===== src/rtl/imul_pkg.sv =====
package imul_pkg;
   typedef enum logic [1:0] {
      MC_LO    = 2'b00,
      MC_HI_SS = 2'b01,
      MC_HI_SU = 2'b10,
      MC_HI_UU = 2'b11
   } mul_cmd_e;

   typedef enum logic [1:0] {
      PH_IDLE = 2'b00,
      PH_RUN  = 2'b01,
      PH_HOLD = 2'b10
   } mul_phase_e;
endpackage


===== src/rtl/imul_opext.sv =====
module imul_opext import imul_pkg::*; #(
   parameter int XLEN = 32,
   localparam int OPW = XLEN + 1
) (
   input  logic            valid,
   input  mul_cmd_e        cmd,
   input  logic [XLEN-1:0] a,
   input  logic [XLEN-1:0] b,
   output logic [OPW-1:0]  a_ext,
   output logic [OPW-1:0]  b_ext
);
   logic a_signed, b_signed;

   always_comb begin
      a_signed = (cmd != MC_HI_UU);
      b_signed = (cmd == MC_LO) || (cmd == MC_HI_SS);
      if (valid) begin
         a_ext = {a_signed & a[XLEN-1], a};
         b_ext = {b_signed & b[XLEN-1], b};
      end else begin
         a_ext = '0;
         b_ext = '0;
      end
   end
endmodule


===== src/rtl/imul_ctrl.sv =====
module imul_ctrl import imul_pkg::*; #(
   parameter int ITER = 8,
   localparam int CW = (ITER > 1) ? $clog2(ITER) : 1
) (
   input  logic clk,
   input  logic rst_n,
   input  logic start,
   input  logic release_i,
   output logic load,
   output logic step,
   output logic last,
   output logic ready,
   output logic idle
);
   mul_phase_e      phase;
   logic [CW-1:0]   cnt;

   assign idle  = (phase == PH_IDLE);
   assign load  = idle && start;
   assign step  = (phase == PH_RUN);
   assign last  = step && (cnt == CW'(ITER - 1));
   assign ready = (phase == PH_HOLD);

   always_ff @(posedge clk or negedge rst_n) begin
      if (!rst_n) begin
         phase <= PH_IDLE;
         cnt   <= '0;
      end else begin
         case (phase)
            PH_IDLE: if (start) begin
               phase <= PH_RUN;
               cnt   <= '0;
            end
            PH_RUN: begin
               cnt <= cnt + 1'b1;
               if (cnt == CW'(ITER - 1)) phase <= PH_HOLD;
            end
            PH_HOLD: if (release_i) phase <= PH_IDLE;
            default: phase <= PH_IDLE;
         endcase
      end
   end
endmodule


===== src/rtl/imul_datapath.sv =====
module imul_datapath import imul_pkg::*; #(
   parameter int XLEN  = 32,
   parameter int DIGIT = 4,
   localparam int OPW  = XLEN + 1,
   localparam int HW   = OPW + DIGIT + 2
) (
   input  logic            clk,
   input  logic            rst_n,
   input  logic            load,
   input  logic            step,
   input  logic            last,
   input  logic            ready,
   input  mul_cmd_e        cmd_in,
   input  logic [OPW-1:0]  a_ext,
   input  logic [OPW-1:0]  b_ext,
   output logic [XLEN-1:0] result
);
   logic signed [OPW-1:0] mcand;
   logic signed [HW-1:0]  acc_hi;
   logic [OPW-1:0]        acc_lo;
   mul_cmd_e              cmd_q;

   logic signed [DIGIT+1:0] digit_s;
   logic signed [HW-1:0]    mcand_w, digit_w, partial, sum;

   // Digit selection: plain unsigned digits, except the final one which
   // also takes the extension bit and carries negative weight.
   generate
      if (XLEN == DIGIT) begin : g_single_digit
         assign digit_s = $signed({acc_lo[DIGIT], acc_lo[DIGIT:0]});
      end else begin : g_multi_digit
         assign digit_s = last ? $signed({acc_lo[DIGIT], acc_lo[DIGIT:0]})
                               : $signed({2'b00, acc_lo[DIGIT-1:0]});
      end
   endgenerate

   always_comb begin
      mcand_w = HW'(mcand);
      digit_w = HW'(digit_s);
      partial = mcand_w * digit_w;
      sum     = acc_hi + partial;
   end

   always_ff @(posedge clk or negedge rst_n) begin
      if (!rst_n) begin
         mcand  <= '0;
         acc_hi <= '0;
         acc_lo <= '0;
         cmd_q  <= MC_LO;
      end else if (load) begin
         mcand  <= $signed(a_ext);
         acc_hi <= '0;
         acc_lo <= b_ext;
         cmd_q  <= cmd_in;
      end else if (step) begin
         acc_hi <= sum >>> DIGIT;
         acc_lo <= {sum[DIGIT-1:0], acc_lo[OPW-1:DIGIT]};
      end
   end

   always_comb begin
      if (!ready)               result = '0;
      else if (cmd_q == MC_LO)  result = acc_lo[OPW-1:1];
      else                      result = acc_hi[XLEN-1:0];
   end
endmodule


===== src/rtl/iter_mul.sv =====
module iter_mul import imul_pkg::*; #(
   parameter int XLEN  = 32,
   parameter int DIGIT = 4
) (
   input  logic            clk,
   input  logic            rst_n,
   input  logic            cmd_valid,
   input  logic [1:0]      cmd,
   input  logic [XLEN-1:0] src_a,
   input  logic [XLEN-1:0] src_b,
   input  logic            done_i,
   output logic            res_ready,
   output logic [XLEN-1:0] product
);
   localparam int ITER = XLEN / DIGIT;
   localparam int OPW  = XLEN + 1;

   generate
      if (DIGIT < 1 || XLEN % DIGIT != 0) begin : g_bad_digit
         $error("iter_mul: XLEN must be a multiple of DIGIT");
      end
   endgenerate

   logic           load, step, last, unit_idle;
   logic [OPW-1:0] a_ext, b_ext;
   mul_cmd_e       cmd_e;

   assign cmd_e = mul_cmd_e'(cmd);

   imul_opext #(.XLEN(XLEN)) u_opext (
      .valid (cmd_valid),
      .cmd   (cmd_e),
      .a     (src_a),
      .b     (src_b),
      .a_ext (a_ext),
      .b_ext (b_ext)
   );

   imul_ctrl #(.ITER(ITER)) u_ctrl (
      .clk       (clk),
      .rst_n     (rst_n),
      .start     (cmd_valid),
      .release_i (done_i),
      .load      (load),
      .step      (step),
      .last      (last),
      .ready     (res_ready),
      .idle      (unit_idle)
   );

   imul_datapath #(.XLEN(XLEN), .DIGIT(DIGIT)) u_dp (
      .clk    (clk),
      .rst_n  (rst_n),
      .load   (load),
      .step   (step),
      .last   (last),
      .ready  (res_ready),
      .cmd_in (cmd_e),
      .a_ext  (a_ext),
      .b_ext  (b_ext),
      .result (product)
   );
endmodule


===== config.mk =====
export PLATFORM = sky130hd
export DESIGN_NAME = iter_mul
export DESIGN_NICKNAME = d
export VERILOG_FILES = /design/src/rtl/imul_pkg.sv /design/src/rtl/imul_opext.sv /design/src/rtl/imul_ctrl.sv /design/src/rtl/imul_datapath.sv /design/src/rtl/iter_mul.sv
export SDC_FILE = /design/constraint.sdc
export NUM_CORES = 1
export LEC_CHECK = 0
export BUFFER_PORTS_ARGS = -buffer_cell sky130_fd_sc_hd__buf_4
export CAP_MARGIN = 20
export CORE_MARGIN = 3
export CORE_UTILIZATION = 35
export DETAILED_ROUTE_END_ITERATION = 8
export PLACE_DENSITY = 0.62
export SLEW_MARGIN = 20
export SYNTH_ARGS = -nofsm -noshare
export SYNTH_HDL_FRONTEND = slang
export SYNTH_SLANG_ARGS = --single-unit

===== constraint.sdc =====
create_clock -name clk -period 6.9 [get_ports clk]
set_input_delay 1.38 -clock clk [delete_from_list [all_inputs] [get_ports clk]]
set_output_delay 1.38 -clock clk [all_outputs]
set_load 0.005 [all_outputs]

==> impl_metrics.tcl, run 1 <==
set metrics [dict create \
    outcome "complete, no violations" \
    cts_tree "built" \
    pin_count 103 \
    ys_seq_area_frac 0.212 \
    drive_gt1_frac 0.0950 \
    die_x_um 197 \
    antenna_found_initial 0 \
    max-cap-violations 0 \
    critPathSlowestCell "inv_1" \
    hold_buffers 0 \
    synth_nets 1819 \
    ys_seq_elements 108 \
    cpMostUsedCell "fa_1" \
    min_period_ns 5.90 \
    post_cts_resized 0 \
    skew_ns 0.0172 \
    grt_max_degree 71 \
    initial_core_util 0.356 \
    nets 1874 \
    num_antenna_cells 0 \
    r2r_slack_ns 1.0 \
    finalSetupTns_ns 0 \
    worstPathRequired_ns 7.15 \
    relSlewSlack 0.406 \
    grt_util_all_layers 0.184 \
    tightest_slew_ns 0.890 \
    clkSinkCount 108 \
    numPortBuffers 102 \
    area_delta_synth_final_pct 11.8 \
    tritoncts.num_buffers 9 \
    drt_iter0_drc 707 \
    die-area_um2 38700 \
    critPathBufInv 4 \
    worstHoldPathCells 2 \
    worst_r2r_endpoint "u_dp.acc_hi[37]" \
    mostFrequentLayoutCell "nand2_1" \
    finalWirelength_mm 34.1 \
    coreArea_um2 35700 \
    slew_viol_final 0 \
    worstSetupStartpointType "register" \
    dp_hpwl_mm 26.3 \
    wire_per_inst_um 16.9 \
    synth_top_area_frac 0.267 \
    ys.flop_type "dfrtp_1" \
    rows 69 \
    grt_pass1_vias 10800 \
    grt-ovfl-total 0 \
    htree_levels 3 \
    hold_viol_final 0 \
    synth_edf_count 0 \
    dr_total_vias 10200 \
    holdPathEnd "u_dp.acc_lo[24]" \
    netlist_area_um2 12700 \
    routabilityCongestion 0.926 \
    synth_warnings 0 \
    timing_worst_setup_path_type "register to register" \
    rr_startpoint "u_ctrl.cnt[0]" \
    cp.arrival_ns 6.15 \
    synth_area_leader_cell "fa_1" \
    async_reset_ff_frac 1.00 \
    viasPerCell 5.07 \
    post-route-period-util 0.855 \
    cpPeakStageDelay_ns 0.49 \
    fin_hold_ws_ns 0.514 \
    clkSlewWorstSetupHoldPaths_ns 0.09 \
    hold_start "u_dp.acc_lo[24]" \
    grt_pass1_wl_mm 57.3 \
    cts.path.max_buffers 2 \
    crit_path_max_fanout 20 \
    worst_hold_path_type "register to register" \
    drt-pass1-iter-count 5 \
    syn_avg_cell_area_um2 8.50 \
    crit_path_start "u_ctrl.cnt[0]" \
    cts-root-buf "clkbuf_16" \
    syn_inst 1498 \
    setup_violations 0 \
    timing.fmax_mhz 169 \
    setup.worst_path.end_class "register" \
    cts_setup_buffers 0 \
    ys_top_cells_by_area "fa_1, dfrtp_1, nand2_1, ha_1, and2_1" \
    final_cell_mix "nand2_1, inv_1, fa_1" \
    ant_nets 0 \
    drc 0 \
    fp.dieH_um 197 \
    path_cells "ha_1, ha_1, nand3_1, inv_1, buf_4, and2_1, fa_1, inv_1, fa_1, fa_1, fa_1, inv_1, ha_1, and3_4, a221o_1, a21oi_2, nand4_1, o21a_1, a221oi_2, xnor2_1, o21ai_1" \
    synth.distinct_cells 55 \
    crit_family "adder cells" \
    reg2regPathDepth 21 \
    rsz0062_at_grt "no" \
    clkLatencyLatePin_ns 0.38 \
]
[cell usage after synthesis (all sizes together), types with 2 or more instances]
| cell | instances |
|---|---|
| nand2 | 277 |
| o31ai | 2 |
| nand4 | 8 |
| and3 | 9 |
| fa | 170 |
| nor3 | 4 |
| a211oi | 4 |
| clkbuf | 65 |
| inv | 246 |
| and4 | 3 |
| a21o | 14 |
| a221o | 5 |
| a31oi | 9 |
| o2111ai | 2 |
| buf | 5 |
| nand2b | 7 |
| o21bai | 8 |
| o21a | 5 |
| nand3 | 45 |
| ha | 81 |
| o211ai | 3 |
| a221oi | 2 |
| dfrtp | 108 |
| xnor2 | 22 |
| a21oi | 74 |
| o21ai | 48 |
| or2 | 3 |
| a22oi | 32 |
| xor2 | 14 |
| nor2 | 46 |
| and2 | 160 |
[layer usage]
layer	wire length (um)	GRT usage	vias to the layer above
met1	15700	0.261	5170
met4	837	0.0554	0
met5	0	0	-
met2	16000	0.297	242
li1	-	-	4791
met3	1590	0.0221	35
[logic make-up after synthesis]
family,count (synthesis),share of synthesized area
AOI/OAI and AO/OA,219,0.110
and+or+nand+nor,567,0.211
muxes,1,0.000786
DFF,108,0.212
xor gates and xnor gates,36,0.0248
buffers and inverters,316,0.0940
adders and majority gates,251,0.347
[stage by stage]
step           utilization  setup WS [ns]  cell area (um^2)  instances
6_report             0.399          0.998             14200       2019
5_1_grt              0.399          0.552             14200       2019
4_1_cts              0.398          0.944             14200       2019
3_5_place_dp         0.389          0.964             13900       2003
3_3_place_gp         0.389           1.13             13900       2003
2_1_floorplan            -           1.64             12700       1498
[layout make-up]
cell class / instances / area, um^2
flip-flops and latches: 108 / 2710
clock inverters: 7 / 100
fillers: 3726 / 21500
multi-input cells: 1074 / 8860
clock buffers: 9 / 225
inverters: 246 / 923
repair buffers: 114 / 856
well taps: 461 / 577
[state kept, by name (all words and copies together), names as in the netlist]
register,flops
u_ctrl.phase,2
u_dp.acc_hi,35
u_dp.acc_lo,33
u_dp.cmd_q,2
u_dp.mcand,33
u_ctrl.cnt,3
[worst reg2reg max path, delay by kind of cell (launching register included)]
kind,cells,cell delay (ns)
fa+ha+maj,7,2.51
compound gates,5,1.17
buf+inv,4,0.96
simple gates,4,0.63
flops,1,0.37
xor+xnor,1,0.15
[worst max path at each step]
stage                           end  slack, ns  depth (start not counted)
floorplan           u_dp.acc_hi[37]       1.64                         21
global placement    u_dp.acc_hi[37]       1.13                         21
detailed placement  u_dp.acc_hi[37]       0.96                         21
CTS                 u_dp.acc_hi[37]       0.94                         21
global route        u_dp.acc_hi[37]       0.55                         21
finish              u_dp.acc_hi[37]        1.0                         21
Power of run 1 is not shown: default switching activity piles up to over one toggle a cycle in this logic, so the estimate is an artifact.
==> run 2: changes to the inputs <==
Settings changed: CORE_UTILIZATION 35 to 55, PLACE_DENSITY 0.62 to 0.85.
==> run 2 against run 1 <==
Wire length decreased by 6.9%. Final cell count decreased by 8.9%. Maximum frequency is 1.5% lower. Worst setup slack got worse by 0.092 ns. Non-clock buffer count fell by 3. Largest cell class unchanged.
==> impl_metrics.tcl, run 2 (synthesis gave the netlist of run 1 again) <==
set metrics [dict create \
    coreArea_um2 22700 \
    area_delta_synth_final_pct 9.92 \
    cts_setup_buffers 0 \
    fin_ws_ns 0.906 \
    slew_viol_final 0 \
    max-cap-violations 0 \
    cp.arrival_ns 6.23 \
    mostFrequentLayoutCell "nand2_1" \
    finalSetupTns_ns 0 \
    drive_gt1_frac 0.0932 \
    setup_violations 0 \
    nets 1871 \
    skew_ns 0.0139 \
    worstPathRequired_ns 7.14 \
    drc 0 \
    cts-root-buf "clkbuf_16" \
    clkSlewWorstSetupHoldPaths_ns 0.09 \
    antenna_found_initial 0 \
    ant_nets 0 \
    routabilityCongestion 1.00 \
    r2r_slack_ns 0.91 \
    post_cts_resized 0 \
    worstSetupStartpointType "register" \
    dpl.cell_count 1824 \
    grt_use_met3 0.0394 \
    grt_util_all_layers 0.267 \
    reg_top3 "u_dp.acc_hi: 35 flops, u_dp.acc_lo: 33 flops, u_dp.mcand: 33 flops" \
    hold_viol_final 0 \
    viasPerCell 5.67 \
    grt_pass1_vias 10700 \
    reg2regPathDepth 21 \
    rsz0062_at_grt "no" \
    rows 55 \
    pre_cts_slack_ns 0.977 \
    num_antenna_cells 0 \
    initial_core_util 0.561 \
    grt_use_met2 0.434 \
    worst_hold_path_type "register to register" \
    die_x_um 158 \
    top_usage_layer "met2" \
    cts_tree "built" \
    dp_hpwl_mm 23.7 \
    relSlewSlack 0.278 \
    final_cell_mix "nand2_1, inv_1, fa_1" \
    grt_util_met1 0.369 \
    timing.fmax_mhz 167 \
    top_register "u_dp.acc_hi" \
    placed_area_um2 13700 \
    largest_reg_flops 35 \
    tritoncts.num_buffers 9 \
    crit_path_max_fanout 24 \
    fin_area_um2 14000 \
    htree_levels 3 \
    clkLatencyLatePin_ns 0.38 \
    finalWirelength_mm 31.7 \
    grt-ovfl-total 0 \
    min_period_ns 5.99 \
    dr_total_vias 10400 \
    fp.dieH_um 158 \
    tightest_slew_ns 1.08 \
    timing_worst_setup_path_type "register to register" \
    die-area_um2 25000 \
    final_cells 1840 \
    worstSetupEndpoint "u_dp.acc_hi[37]" \
    post-route-period-util 0.869 \
    crit_path_start "u_ctrl.cnt[0]" \
    worst_r2r_endpoint "u_dp.acc_hi[37]" \
    drt-pass1-iter-count 6 \
    grt_pass1_wl_mm 53.3 \
    wire_per_inst_um 17.2 \
    pin_count 103 \
    fillers 1854 \
    numPortBuffers 102 \
    hold_buffers 0 \
    setup.worst_path.end_class "register" \
    clkSinkCount 108 \
    rr_startpoint "u_ctrl.cnt[0]" \
    cts.path.max_buffers 2 \
    outcome "complete, no violations" \
    grt_max_degree 78 \
    drt_iter0_drc 725 \
]
## run 2: changes by cell type in the layout (fill, tap and decap cells not counted), sizes merged
cell,previous run,this run
clkinv,3,4
bufinv,1,0
buf,114,111
## run 2: area by class of cell
type / count / area (um^2) / area share
well taps: 285 / 357 / 0.0255
inverters: 246 / 923 / 0.0659
clock buffers: 9 / 225 / 0.0161
flip-flops and latches: 108 / 2710 / 0.193
repair buffers: 111 / 833 / 0.0595
multi-input cells: 1074 / 8870 / 0.633
clock inverters: 7 / 91.3 / 0.00652
## run 2: worst min path at each step
| stage | end | slack, ns | cells past startpoint | startpoint |
|---|---|---|---|---|
| 5_1_grt | u_dp.acc_lo[8] | 0.54 | 2 | u_dp.acc_lo[8] |
| 6_report | u_dp.acc_lo[30] | 0.52 | 2 | u_dp.acc_lo[30] |
| 4_1_cts | u_dp.acc_lo[8] | 0.52 | 2 | u_dp.acc_lo[8] |
| 2_1_floorplan | u_dp.cmd_q[1] | 0.46 | 2 | u_dp.cmd_q[1] |
| 3_3_place_gp | u_dp.acc_lo[25] | 0.49 | 2 | u_dp.acc_lo[25] |
| 3_5_place_dp | u_dp.acc_lo[8] | 0.49 | 2 | u_dp.acc_lo[8] |
## run 2: metal layers
layer	share of wire	wire length, um
met1	0.42	13400
met2	0.48	15200
met3	0.070	2210
met4	0.030	945
met5	0	0
## run 2: stage by stage
step,hold slack (ns),util
CTS,0.517,0.616
finish,0.518,0.617
global placement,0.487,0.602
floorplan,0.460,-
global route,0.539,0.617
detailed placement,0.493,0.603
## run 2: worst max-delay path: stages, from the launching register on
cell and delay, ns:
dfrtp_1 0.37, ha_1 0.16, ha_1 0.18, nand3_1 0.11
inv_1 0.66, buf_4 0.30, and2_1 0.17, fa_1 0.43
inv_1 0.08, fa_1 0.42, fa_1 0.46, fa_1 0.49
inv_1 0.04, ha_1 0.38, and3_4 0.22, a221o_1 0.37
a21oi_2 0.18, nand4_1 0.09, o21a_1 0.25, a221oi_2 0.25
xnor2_1 0.15, o21ai_1 0.07
Power of run 2 is left out for the same reason.
